## config.mk

```make
export PLATFORM = sky130hd
export DESIGN_NAME = alarm_match_unit
export DESIGN_NICKNAME = d
export VERILOG_FILES = /design/src/rtl/alarm_cmp_pkg.sv /design/src/rtl/alarm_cmp_datapath.sv /design/src/rtl/alarm_cmp_control.sv /design/src/rtl/alarm_match_unit.sv
export SDC_FILE = /design/constraint.sdc
export NUM_CORES = 1
export LEC_CHECK = 0
export BUFFER_PORTS_ARGS = -buffer_cell sky130_fd_sc_hd__buf_2
export CAP_MARGIN = 10
export CELL_PAD_IN_SITES_DETAIL_PLACEMENT = 1
export CELL_PAD_IN_SITES_GLOBAL_PLACEMENT = 1
export CORE_MARGIN = 2
export CORE_UTILIZATION = 23
export CTS_BUF_LIST = sky130_fd_sc_hd__clkbuf_8 sky130_fd_sc_hd__clkbuf_16
export DETAILED_ROUTE_END_ITERATION = 8
export PLACE_DENSITY = 0.88
export SLEW_MARGIN = 20
export SYNTH_ARGS = -nofsm -noshare
export SYNTH_HDL_FRONTEND = slang
export SYNTH_HIERARCHICAL = 1
export SYNTH_SLANG_ARGS = --single-unit
```

## constraint.sdc

```tcl
create_clock -name clk -period 2.61 [get_ports clk]
set_input_delay 0 -clock clk [delete_from_list [all_inputs] [get_ports clk]]
set_output_delay 0 -clock clk [all_outputs]
set_load 0.01 [all_outputs]
```

## src/rtl/alarm_cmp_pkg.sv

```systemverilog
package alarm_cmp_pkg;
  localparam int ALARM_COUNT = 2;
  localparam int FIELD_COUNT = 7;
  localparam int FIELD_BITS  = 8;
  localparam int VALUE_BITS  = FIELD_BITS - 1;
  localparam int TIME_W      = FIELD_COUNT * FIELD_BITS;
  localparam int ALARM_W     = ALARM_COUNT * TIME_W;

  typedef struct packed {
    logic [ALARM_COUNT-1:0] setFlag;
    logic [ALARM_COUNT-1:0] clrFlag;
  } ctrlStrobes_t;
endpackage

```

## src/rtl/alarm_cmp_datapath.sv

```systemverilog
module alarm_cmp_datapath
  import alarm_cmp_pkg::*;
(
  input  logic                   clk,
  input  logic                   rstN,
  input  logic [TIME_W-1:0]      timeFields,
  input  logic [ALARM_W-1:0]     alarmRegs,
  input  ctrlStrobes_t           strobes,
  output logic [ALARM_COUNT-1:0] matchVec,
  output logic [ALARM_COUNT-1:0] flags
);
  logic [ALARM_COUNT-1:0][FIELD_COUNT-1:0] fieldEn;
  logic [ALARM_COUNT-1:0][FIELD_COUNT-1:0] fieldOk;

  for (genvar a = 0; a < ALARM_COUNT; a++) begin : gAlarm
    for (genvar f = 0; f < FIELD_COUNT; f++) begin : gField
      localparam int BASE = (a * FIELD_COUNT + f) * FIELD_BITS;
      logic fieldEq;
      assign fieldEn[a][f] = alarmRegs[BASE + FIELD_BITS - 1];
      assign fieldEq = alarmRegs[BASE +: VALUE_BITS]
                       == timeFields[f*FIELD_BITS +: VALUE_BITS];
      assign fieldOk[a][f] = !fieldEn[a][f] || fieldEq;
    end

    // An alarm with nothing enabled must not match
    assign matchVec[a] = (|fieldEn[a]) && (&fieldOk[a]);

    always_ff @(posedge clk or negedge rstN) begin
      if (!rstN)                    flags[a] <= 1'b0;
      else if (strobes.setFlag[a])  flags[a] <= 1'b1;
      else if (strobes.clrFlag[a])  flags[a] <= 1'b0;
    end

    assert_set_sticks_R5: assert property (@(posedge clk) disable iff (!rstN)
      strobes.setFlag[a] |=> flags[a]);
    assert_clear_drops_R5: assert property (@(posedge clk) disable iff (!rstN)
      (strobes.clrFlag[a] && !strobes.setFlag[a]) |=> !flags[a]);
    assert_empty_never_fires_R3: assert property (@(posedge clk) disable iff (!rstN)
      (fieldEn[a] == '0 && !flags[a]) |=> !flags[a]);
  end
endmodule

```

## src/rtl/alarm_cmp_control.sv

```systemverilog
module alarm_cmp_control
  import alarm_cmp_pkg::*;
#(
  parameter int PULSE_CYCLES = 4
) (
  input  logic                   clk,
  input  logic                   rstN,
  input  logic                   tick,
  input  logic [ALARM_COUNT-1:0] matchVec,
  input  logic [ALARM_COUNT-1:0] flags,
  input  logic [ALARM_COUNT-1:0] statusClr,
  input  logic [ALARM_COUNT-1:0] irqEnable,
  input  logic                   pulseMode,
  input  logic [1:0]             freqSel,
  output ctrlStrobes_t           strobes,
  output logic                   irqN
);
  localparam int CNT_W = $clog2(PULSE_CYCLES + 1);

  logic [CNT_W-1:0] pulseCnt;
  logic             pulseLoad;
  logic             pinForAlarm;

  assign strobes.setFlag = {ALARM_COUNT{tick}} & matchVec;
  assign strobes.clrFlag = statusClr;
  assign pulseLoad       = pulseMode && (|(strobes.setFlag & irqEnable));
  assign pinForAlarm     = (freqSel == 2'b00);

  always_ff @(posedge clk or negedge rstN) begin
    if (!rstN)              pulseCnt <= '0;
    else if (pulseLoad)     pulseCnt <= CNT_W'(PULSE_CYCLES);
    else if (pulseCnt != 0) pulseCnt <= pulseCnt - 1'b1;
  end

  always_comb begin
    irqN = 1'b1;
    if (pinForAlarm) begin
      if (pulseMode) irqN = (pulseCnt == '0);
      else           irqN = !(|(flags & irqEnable));
    end
  end

  for (genvar a = 0; a < ALARM_COUNT; a++) begin : gChk
    assert_tick_gated_R4: assert property (@(posedge clk) disable iff (!rstN)
      (!tick && !flags[a]) |=> !flags[a]);
  end

  assert_pulse_starts_R9: assert property (@(posedge clk) disable iff (!rstN)
    (pulseLoad && pinForAlarm && pulseMode) ##1 (pinForAlarm && pulseMode) |-> !irqN);
endmodule

```

## src/rtl/alarm_match_unit.sv

```systemverilog
module alarm_match_unit
  import alarm_cmp_pkg::*;
#(
  parameter int PULSE_CYCLES = 4
) (
  input  logic                   clk,
  input  logic                   rstN,
  input  logic                   tick,
  input  logic [TIME_W-1:0]      timeFields,
  input  logic [ALARM_W-1:0]     alarmRegs,
  input  logic [ALARM_COUNT-1:0] irqEnable,
  input  logic                   pulseMode,
  input  logic [1:0]             freqSel,
  input  logic [ALARM_COUNT-1:0] statusClr,
  output logic [ALARM_COUNT-1:0] alarmFlag,
  output logic                   irqN
);
  ctrlStrobes_t           strobes;
  logic [ALARM_COUNT-1:0] matchVec;

  alarm_cmp_datapath u_datapath (
    .clk        (clk),
    .rstN       (rstN),
    .timeFields (timeFields),
    .alarmRegs  (alarmRegs),
    .strobes    (strobes),
    .matchVec   (matchVec),
    .flags      (alarmFlag)
  );

  alarm_cmp_control #(.PULSE_CYCLES(PULSE_CYCLES)) u_control (
    .clk       (clk),
    .rstN      (rstN),
    .tick      (tick),
    .matchVec  (matchVec),
    .flags     (alarmFlag),
    .statusClr (statusClr),
    .irqEnable (irqEnable),
    .pulseMode (pulseMode),
    .freqSel   (freqSel),
    .strobes   (strobes),
    .irqN      (irqN)
  );
endmodule

```

==> impl_metrics.toml <==
[placement]
gp_congestion = 0.8095
io_buffers = 173
hpwl_um = 6124
dp_cells = 420

[drt]
drt_wl_total_um = 6354
detail-route-antenna-nets = 0
dr.pass1.iters = 4
drt_iter0_drc = 22
via_per_inst = 4.626
wl_per_cell_um = 14.95
post-route-drc-count = 0
vias = 1966

[timing]
finalCritPeriodShare = 0.6283
fmax_ghz = 0.6099
skew_ns = 0.004566
slew_headroom = 0.7002
fin_setup_tns_ns = 0
maxSlewViolCount = 0
hold_viol = 0
grt_setup_unrepaired = "false"
tightest_slew_ns = 0.4439
period_minus_slack_ns = 1.640
finalSetupViolCount = 0

[clocking]
h-tree-depth = 1
numCtsBuffers = 3
clk_pin_slew_ns = 0.04
cts_buffer_depth = 2
cts.repair.resized = 0
cts_hold_buf = 1
cts_sinks = 5
cts_setup_buffers = 0
cts_tree = "done"
insertion_delay_ns = 0.22
clockRootBuffer = "clkbuf_8"

[synth]
postSynth.asyncResetShare = 1.000
syn_avg_cell_area_sq_um = 8.707
synth_seq_cells = 5
synth_area_sq_um = 1498
yosysUniqueCellTypes = 25
netlist_instances = 172
syn_nets = 352
ys_warn_count = 6
synth_edf_count = 0
ys.flop_type = "dfrtp_1"
ys_seq_area_frac = 0.08354

[final_layout]
final_cells = 425
drive_gt1_frac = 0.5374
syn_to_final_growth_pct = 66.92
final_nets = 529
n_antenna_cell = 0

[setup_path]
crit_path_top_delay_cell = "nor3_1"
cp.arrival_ns = 1.74
path_max_fanout = 2
path_cells = "buf_2 -> xnor2_1 -> nand4_1 -> o41ai_1 -> nand4_1 -> nor3_1 -> a22oi_2 -> nor2_2 -> nor2_1"
path_class = "in -> reg"
critPathCaptureType = "flop"
worst_setup_path_start_kind = "input port"
path_common_cell = "nand4_1"
max_stage_delay_ns = 0.41
cp_data_required_time_ns = 2.72

[global_route]
grt_max_degree = 6
grt_use_total = 0.1776
grt_overflow = 0
grt_pass1_vias = 2378
antenna_found_initial = 0
grt_pass1_wl_um = 10140

[pwr]
switching_share = 0.3736
seq_power_share = 0.165
power_frac_clock = 0.197
leakagePower_nw = 1.255
intPower_mw = 0.4515
vdd_drop_max_mv = 0.1570
power_switching_mw = 0.2693
combPwrFrac = 0.639
power.density_nw_per_um2 = 288.3

[outcome]
outcome = "finished clean"

[die]
io_pins = 181
dieArea_sq_um = 7173
chipHeight_um = 84.70
fp.dieW_um = 84.70
coreArea_sq_um = 6314
start_util = 0.2372
row_count = 29

[hold_path]
hold_path_class = "in -> reg"

[job]
drv_cap = 0
-- routing by layer --
layer / share of wire / wire, um / up-vias / GRT usage
met2: 0.57 / 3647 / 97 / 0.3794
li1: - / - / 962 / -
met4: 0.019 / 123 / 0 / 0.05195
met5: 0 / 0 / - / 0
met3: 0.069 / 439 / 12 / 0.02753
met1: 0.34 / 2144 / 895 / 0.1677
-- power by group through the flow --
stage | logic [mW] | registers, mW | clock network [mW]
2_1_floorplan | 0.245 | 0.117 | 0
3_3_place_gp | 0.438 | 0.118 | 0
3_5_place_dp | 0.468 | 0.121 | 0
4_1_cts | 0.473 | 0.120 | 0.146
5_1_grt | 0.513 | 0.124 | 0.150
6_report | 0.460 | 0.119 | 0.142
-- cells by family (layout without fill, tap and decap cells) --
kind of cell	Yosys count	after routing	share of synthesized area
multiplexers	1	1	0.006684
flip-flops	5	5	0.08354
adder cells (fa/ha/maj)	2	2	0.01671
XOR/XNOR	99	99	0.5789
AND/OR/NAND/NOR	35	35	0.1295
buffers and inverters	7	183	0.02255
AO/OA/AOI/OAI	23	23	0.1621
-- layout make-up --
type	instances	area, sq um
fill	832	3814
multi-input combinational	160	1339
timing repair buffer	174	875.8
sequential	5	125.1
tap	77	96.34
clock buffer	3	41.29
inverter	5	18.77
clock inverter	1	3.754
-- final timing paths --
path	from	endpoint	slack, ns	cells past startpoint
max in group asynchronous	rstN	u_control/pulseCnt[0]	2.34	2
worst max register to register	u_control/pulseCnt[0]	u_control/pulseCnt[0]	1.51	5
worst min-delay path	statusClr[1]	u_datapath/flags[1]	0.04	3
worst max-delay path	timeFields[45]	u_control/pulseCnt[0]	0.97	9
worst min register to register	u_datapath/flags[1]	u_datapath/flags[1]	0.51	1
min in group asynchronous	rstN	u_control/pulseCnt[2]	0.12	2
-- cells in the final DEF, fill, tap and decap left out --
master         count
buf_2            173
xor2_1            50
xnor2_1           49
nand4_1           14
o41ai_2            7
inv_1              6
nor2_1             6
dfrtp_1            5
o41ai_1            5
nor3_1             4
nor4_1             4
clkbuf_8           3
nand2_1            3
and2_1             2
ha_1               2
a21oi_1            2
a31oi_1            2
a21o_1             2
dlygate4sd3_1      1
nand2b_2           1
a221o_1            1
o211ai_1           1
a22oi_2            1
mux2i_1            1
o21ai_0            1
nor2_2             1
a211oi_2           1
-- flip-flops by register name (all words and copies together) (netlist names) --
| signal | cells |
|---|---|
| u_control/pulseCnt | 3 |
| u_datapath/flags | 2 |
-- synthesized netlist by cell type, types with 3 or more instances --
library cell | instances | share of area
o41ai_2 | 7 | 0.076
xnor2_1 | 49 | 0.29
nand4_1 | 14 | 0.058
nor3_1 | 4 | 0.013
dfrtp_1 | 5 | 0.084
o41ai_1 | 5 | 0.029
nor4_1 | 4 | 0.017
xor2_1 | 50 | 0.29
nand2_1 | 3 | 0.0075
inv_1 | 5 | 0.013
nor2_1 | 6 | 0.015
-- per-stage QoR --
step / power (mW) / worst slack [ns] / util / instance area (sq um) / hold WS, ns
after floorplan: 0.3621 / 1.373 / - / 1498 / -0.2956
after global placement: 0.5562 / 0.7284 / 0.3872 / 2445 / -0.1786
after detailed placement: 0.5892 / 0.7182 / 0.3872 / 2445 / -0.1733
after CTS: 0.7389 / 0.9413 / 0.3960 / 2500 / 0.04063
after global routing: 0.7878 / 0.7879 / 0.3960 / 2500 / 0.05989
final: 0.7208 / 0.9703 / 0.3960 / 2500 / 0.04040
-- worst max-delay path: cells and delay by family --
kind / cells / cell delay [ns]
xor+xnor: 1 / 0.16
simple gates: 5 / 0.90
buf+inv: 1 / 0.12
compound gates: 2 / 0.56
Note: power is estimated with default switching activity, not from simulation.
